<file path="src/rtl/brtq_pkg.sv">
package brtq_pkg;

   localparam int unsigned DEF_DEPTH     = 4;
   localparam int unsigned DEF_ADDR_W    = 32;
   localparam int unsigned DEF_KEEP_W    = 28;
   localparam int unsigned DEF_DATA_W    = 32;
   localparam int unsigned DEF_VALID_BIT = 31;

   // per-cycle control strobes shared by every slot
   typedef struct packed {
      logic shift;    // recorded branch: move history back one slot
      logic clr_all;  // trace just enabled: drop every flag
   } brtq_ctl_t;

endpackage

</file>
<file path="src/rtl/brtq_ctrl.sv">
module brtq_ctrl
   import brtq_pkg::*;
(
   input  logic      clk,
   input  logic      por_n,
   input  logic      rst_n,
   input  logic      trace_en,
   input  logic      br_take,
   input  logic      rd_en,
   output brtq_ctl_t ctl,
   output logic      rd_clr
);

   logic en_q;

   always_ff @(posedge clk or negedge por_n) begin
      if (!por_n) en_q <= 1'b0;
      else        en_q <= trace_en;
   end

   always_comb begin
      ctl.shift   = br_take & trace_en & rst_n;
      ctl.clr_all = trace_en & ~en_q;
      rd_clr      = rd_en & rst_n;
   end

   // the enable edge lasts one cycle only
   a_r7_edge_single: assert property (@(posedge clk) disable iff (!por_n)
      ctl.clr_all |=> !ctl.clr_all);

endmodule

</file>
<file path="src/rtl/brtq_cell.sv">
module brtq_cell #(
   parameter int unsigned KEEP_W = brtq_pkg::DEF_KEEP_W
) (
   input  logic              clk,
   input  logic              por_n,
   input  logic              shift,
   input  logic              clr_all,
   input  logic              clr_this,
   input  logic [KEEP_W-1:0] up_addr,
   input  logic              up_valid,
   output logic [KEEP_W-1:0] addr,
   output logic              valid,
   output logic              kept_valid
);

   // address bits carry no reset on purpose
   always_ff @(posedge clk) begin
      if (shift) addr <= up_addr;
   end

   assign kept_valid = valid & ~clr_this & ~clr_all;

   always_ff @(posedge clk or negedge por_n) begin
      if (!por_n)     valid <= 1'b0;
      else if (shift) valid <= up_valid;
      else            valid <= kept_valid;
   end

   a_r4_take_upstream: assert property (@(posedge clk) disable iff (!por_n)
      shift |=> (addr == $past(up_addr)) && (valid == $past(up_valid)));
   a_r6_read_clears: assert property (@(posedge clk) disable iff (!por_n)
      (clr_this && !shift) |=> !valid);
   a_r7_all_clear: assert property (@(posedge clk) disable iff (!por_n)
      (clr_all && !shift) |=> !valid);
   a_r10_addr_hold: assert property (@(posedge clk) disable iff (!por_n)
      !shift |=> $stable(addr));

endmodule

</file>
<file path="src/rtl/brtq_rdmux.sv">
module brtq_rdmux #(
   parameter int unsigned DEPTH     = brtq_pkg::DEF_DEPTH,
   parameter int unsigned KEEP_W    = brtq_pkg::DEF_KEEP_W,
   parameter int unsigned DATA_W    = brtq_pkg::DEF_DATA_W,
   parameter int unsigned VALID_BIT = brtq_pkg::DEF_VALID_BIT,
   localparam int unsigned IDX_W    = $clog2(DEPTH)
) (
   input  logic [DEPTH*KEEP_W-1:0] addr_flat,
   input  logic [DEPTH-1:0]        valid_vec,
   input  logic [IDX_W-1:0]        idx,
   output logic [DATA_W-1:0]       data
);

   logic [KEEP_W-1:0] sel_addr;
   logic              sel_valid;

   always_comb begin
      sel_addr  = addr_flat[idx*KEEP_W +: KEEP_W];
      sel_valid = valid_vec[idx];
      data                 = '0;
      data[KEEP_W-1:0]     = sel_addr;
      data[VALID_BIT]      = sel_valid;
   end

endmodule

</file>
<file path="src/rtl/brtrace_queue.sv">
module brtrace_queue
   import brtq_pkg::*;
#(
   parameter int unsigned DEPTH     = DEF_DEPTH,
   parameter int unsigned ADDR_W    = DEF_ADDR_W,
   parameter int unsigned KEEP_W    = DEF_KEEP_W,
   parameter int unsigned DATA_W    = DEF_DATA_W,
   parameter int unsigned VALID_BIT = DEF_VALID_BIT,
   localparam int unsigned IDX_W    = $clog2(DEPTH)
) (
   input  logic              clk,
   input  logic              por_n,
   input  logic              rst_n,
   input  logic              trace_en,
   input  logic              br_take,
   input  logic [ADDR_W-1:0] br_addr,
   input  logic              rd_en,
   input  logic [IDX_W-1:0]  rd_idx,
   output logic [DATA_W-1:0] rd_data
);

   initial begin
      assert (DEPTH >= 2 && (1 << IDX_W) == DEPTH)
         else $error("DEPTH must be a power of two, at least 2");
      assert (KEEP_W <= ADDR_W && KEEP_W < VALID_BIT && VALID_BIT < DATA_W)
         else $error("field widths do not fit the read word");
   end

   brtq_ctl_t ctl;
   logic      rd_clr;

   brtq_ctrl u_ctrl (
      .clk      (clk),
      .por_n    (por_n),
      .rst_n    (rst_n),
      .trace_en (trace_en),
      .br_take  (br_take),
      .rd_en    (rd_en),
      .ctl      (ctl),
      .rd_clr   (rd_clr)
   );

   logic [DEPTH*KEEP_W-1:0] addr_flat;
   logic [DEPTH-1:0]        valid_vec;
   logic [DEPTH-1:0]        kept_vec;
   logic [DEPTH-1:0]        clr_sel;
   logic                    unused_addr_hi;

   if (KEEP_W < ADDR_W) begin : g_hi
      assign unused_addr_hi = ^br_addr[ADDR_W-1:KEEP_W];
   end else begin : g_nohi
      assign unused_addr_hi = 1'b0;
   end

   for (genvar k = 0; k < DEPTH; k++) begin : g_slot
      logic [KEEP_W-1:0] up_a;
      logic              up_v;
      assign clr_sel[k] = rd_clr && (rd_idx == IDX_W'(k));
      if (k == 0) begin : g_head
         assign up_a = br_addr[KEEP_W-1:0];
         assign up_v = 1'b1;
      end else begin : g_tail
         assign up_a = addr_flat[(k-1)*KEEP_W +: KEEP_W];
         assign up_v = kept_vec[k-1];
      end
      brtq_cell #(.KEEP_W(KEEP_W)) u_cell (
         .clk        (clk),
         .por_n      (por_n),
         .shift      (ctl.shift),
         .clr_all    (ctl.clr_all),
         .clr_this   (clr_sel[k]),
         .up_addr    (up_a),
         .up_valid   (up_v),
         .addr       (addr_flat[k*KEEP_W +: KEEP_W]),
         .valid      (valid_vec[k]),
         .kept_valid (kept_vec[k])
      );
   end

   brtq_rdmux #(
      .DEPTH(DEPTH), .KEEP_W(KEEP_W), .DATA_W(DATA_W), .VALID_BIT(VALID_BIT)
   ) u_rdmux (
      .addr_flat (addr_flat),
      .valid_vec (valid_vec),
      .idx       (rd_idx),
      .data      (rd_data)
   );

   a_r3_head_loaded: assert property (@(posedge clk) disable iff (!por_n)
      (br_take && trace_en && rst_n) |=>
         valid_vec[0] && (addr_flat[KEEP_W-1:0] == $past(br_addr[KEEP_W-1:0])));
   a_r5_off_frozen: assert property (@(posedge clk) disable iff (!por_n)
      !trace_en |=> $stable(addr_flat));
   a_r9_sysrst_hold: assert property (@(posedge clk) disable iff (!por_n)
      (!rst_n && !ctl.clr_all) |=> $stable(addr_flat) && $stable(valid_vec));
   a_r2_por_flags: assert property (@(posedge clk)
      !por_n |-> (valid_vec == '0));

endmodule

</file>
<file path="config.mk">
export PLATFORM = sky130hd
export DESIGN_NAME = brtrace_queue
export DESIGN_NICKNAME = d
export VERILOG_FILES = /design/src/rtl/brtq_pkg.sv /design/src/rtl/brtq_ctrl.sv /design/src/rtl/brtq_cell.sv /design/src/rtl/brtq_rdmux.sv /design/src/rtl/brtrace_queue.sv
export SDC_FILE = /design/constraint.sdc
export NUM_CORES = 1
export LEC_CHECK = 0
export ABC_AREA = 1
export BUFFER_PORTS_ARGS = -buffer_cell sky130_fd_sc_hd__buf_4
export CAP_MARGIN = 40
export CORE_UTILIZATION = 60
export DETAILED_ROUTE_END_ITERATION = 16
export PLACE_DENSITY = 0.84
export SYNTH_ARGS = -nofsm -noshare
export SYNTH_HDL_FRONTEND = slang
export SYNTH_SLANG_ARGS = --single-unit
</file>
<file path="constraint.sdc">
create_clock -name clk -period 1.5 [get_ports clk]
set_input_delay 0.075 -clock clk [delete_from_list [all_inputs] [get_ports clk]]
set_output_delay 0.075 -clock clk [all_outputs]
set_load 0.01 [all_outputs]
</file>
==> impl_metrics.toml <==
[pwr]
cellInternalPower_w = 0.00605
seqPwrFrac_pct = 47.8
switchingPower_w = 0.00168
power_frac_clock_pct = 45.2
combPwrFrac_pct = 7.1
p_sw_share_pct = 21.7
pwr_density_cell_nw_per_um2 = 1330
peakVddDrop_uv = 1240
p_leak_nw = 2.18

[yosys]
netlist_area_um2 = 4360
synth_top_family_by_area = "simple AND/OR/NAND/NOR gates"
syn_avg_cell_area_um2 = 14.1
synthMuxAreaShare_pct = 0
yosysWarnings = 0
synth_seq_area_share_pct = 80.0
yosys.area_share.xor_xnor_pct = 0
synth_simple_gate_area_share_pct = 16.4
ys_seq_elements = 117
synth_compound_area_share_pct = 0.689
synthesis.instances = 310
synth_cell_types = 15
synth-adder-area-share_pct = 0

[worst_setup_path]
critical_path_peak_fanout = 2
cp_data_required_time_ns = 1.42
r2r_setup_slack_ns = 0.55
critical-path-slowest-cell = "edfxtp_1"
crit_family = "flip-flops"
crit_type = "reg -> out"
cp-end-kind = "output port"
crit_arrival_ns = 1.36
crit_buf_inv = 1
cp_cell_sequence = "nand2_1 -> nand4_1 -> buf_4"
critical_path.startpoint_type = "register"
cpPeakStageDelay_ns = 0.43

[clock_tree]
postCtsHoldBufs = 34
cts.path.max_buffers = 2
clk_pin_slew_ns = 0.05
root_buffer = "clkbuf_8"
htreeDepth = 4
cts.sinks = 117
post_cts_resized = 0
cts-buffers-inserted = 17
insertion_delay_ns = 0.51
post_cts_buffers = 0
cts_tree = "built"

[drt]
drc = 0
drt-total-wl_um = 10000
drt_pass1_iterations = 5
via_per_inst = 5.61
wl_per_cell_um = 18.9
drt_iter0_markers = 270
final_antenna_net_count = 0
vias = 2969

[job]
cap_violations = 0

[finish]
final_util_pct = 84.2
seqCellArea_um2 = 3490
multi_input_area_um2 = 771
syn_to_final_growth_pct = 33.4
final_cell_area_um2 = 5820
n_fill_cell = 338
fin_nets = 463
layout.cells.non_filler = 529
final_layout_size_suffix_gt1_share_pct = 23.8
antenna_cells = 0

[global_routing]
top_usage_layer = "met2"
grtUsageMet2_pct = 51.0
antenna_found_initial = 0
globalRouteMet1Util_pct = 32.6
grt_pass1_wl_um = 15300
grt_pass1_vias = 3059
grt_max_degree = 72
met3_usage_pct = 8.25
overflow = 0
gr-usage-all-layers_pct = 28.8

[floorplan]
die_area_um2 = 7610
io_pins = 72
dieHeight_um = 87.3
core_um2 = 6910
die_w_um = 87.3
initial_core_util_pct = 63.1
num_rows = 30

[placement]
dp_cells = 466
dp_hpwl_um = 5150
port_buffers = 64
placed_area_um2 = 4990
gp_congestion = 0.743

[timing]
fin_hold_ws_ns = 0.0499
tns_ns = 0
slew_viol_final = 0
fmax_mhz = 696
hold_viol_final = 0
finalClockSkew_ns = 0.00790
min_period_ns = 1.44
period_share_pct = 95.7
rsz0062_at_grt = "false"
setup_viol = 0

[outcome]
outcome = "finished clean"

[hold_path]
hold_path.class = "in -> reg"
[cells in the mapped netlist]
master    instances  area [µm²]
nand2_1         127         477
edfxtp_1        112        3360
nand4_1          29         181
buf_2             9        45.0
nand3_1           7        35.0
buf_4             6        45.0
dfrtp_1           5         125
a21boi_0          4        30.0
inv_1             3        11.3
inv_2             3        11.3
buf_6             1        11.3
conb_1            1        3.75
nor2_1            1        3.75
nor2_2            1        6.26
nor2_4            1        11.3
[flip-flops by register name (all words and copies together), names as in the netlist]
| name | count |
|---|---|
| g_slot.u_cell.addr | 112 |
| u_ctrl.en_q | 1 |
| g_slot.u_cell.valid | 4 |
[final timing paths]
kind	from	to	cells past startpoint
worst max-delay path	g_slot[0].u_cell.addr[25]$_DFFE_PP_	rd_data[25]	3
min in group asynchronous	por_n	u_ctrl.en_q$_DFF_PN0_	3
worst min register to register	g_slot[2].u_cell.addr[9]$_DFFE_PP_	g_slot[3].u_cell.addr[9]$_DFFE_PP_	0
worst min-delay path	rst_n	g_slot[3].u_cell.valid$_DFF_PN0_	6
max in group asynchronous	por_n	g_slot[0].u_cell.valid$_DFF_PN0_	3
worst max register to register	u_ctrl.en_q$_DFF_PN0_	g_slot[2].u_cell.valid$_DFF_PN0_	4
[tightest hold or removal path: cells and delay by family]
kind	cells	cell delay [ns]
buffers and inverters	2	0.18
and+or+nand+nor	4	0.25
[cell usage in the layout, fill, tap and decap left out, drive strengths merged, types with 2 or more instances in the layout]
cell,instances
a21boi,4
nand2,127
inv,5
nand3,7
conb,3
clkinv,6
buf,74
nor2,3
dlygate4sd3,34
dfrtp,5
clkinvlp,2
clkbuf,21
nand4,29
edfxtp,112
[per-stage QoR]
step	total power, W	setup WS [ns]
finish	0.00773	0.0638
global route	0.00789	0.0177
CTS	0.00765	0.0884
detailed placement	0.00421	0.367
global placement	0.00419	0.400
floorplan	0.00397	-0.733
[power by group through the flow]
stage	Combinational (W)	Sequential, W	Clock, W
after floorplan	0.000219	0.00375	0
after global placement	0.000443	0.00375	0
after detailed placement	0.000458	0.00375	0
after CTS	0.000535	0.00369	0.00342
after global routing	0.000583	0.00370	0.00361
final	0.000545	0.00369	0.00349
[final cells by class]
type                    instances  area share (%)
flip-flops and latches        117            60.0
repair buffers                108            15.8
multi-input cells             173            13.2
clock buffers                  21            7.38
well taps                      96            2.06
clock inverters                 8            1.08
inverters                       6           0.452
[metal layers]
| layer | vias to the layer above | routed length (µm) |
|---|---|---|
| li1 | 1328 | - |
| met1 | 1458 | 3690 |
| met2 | 162 | 5400 |
| met3 | 21 | 748 |
| met4 | 0 | 160 |
| met5 | - | 0 |
[cells by family after synthesis]
group           after synthesis
simple gates                166
other cells                   1
compound gates                4
buf+inv                      22
flops                       117
Power figures use the tool's default switching activity.
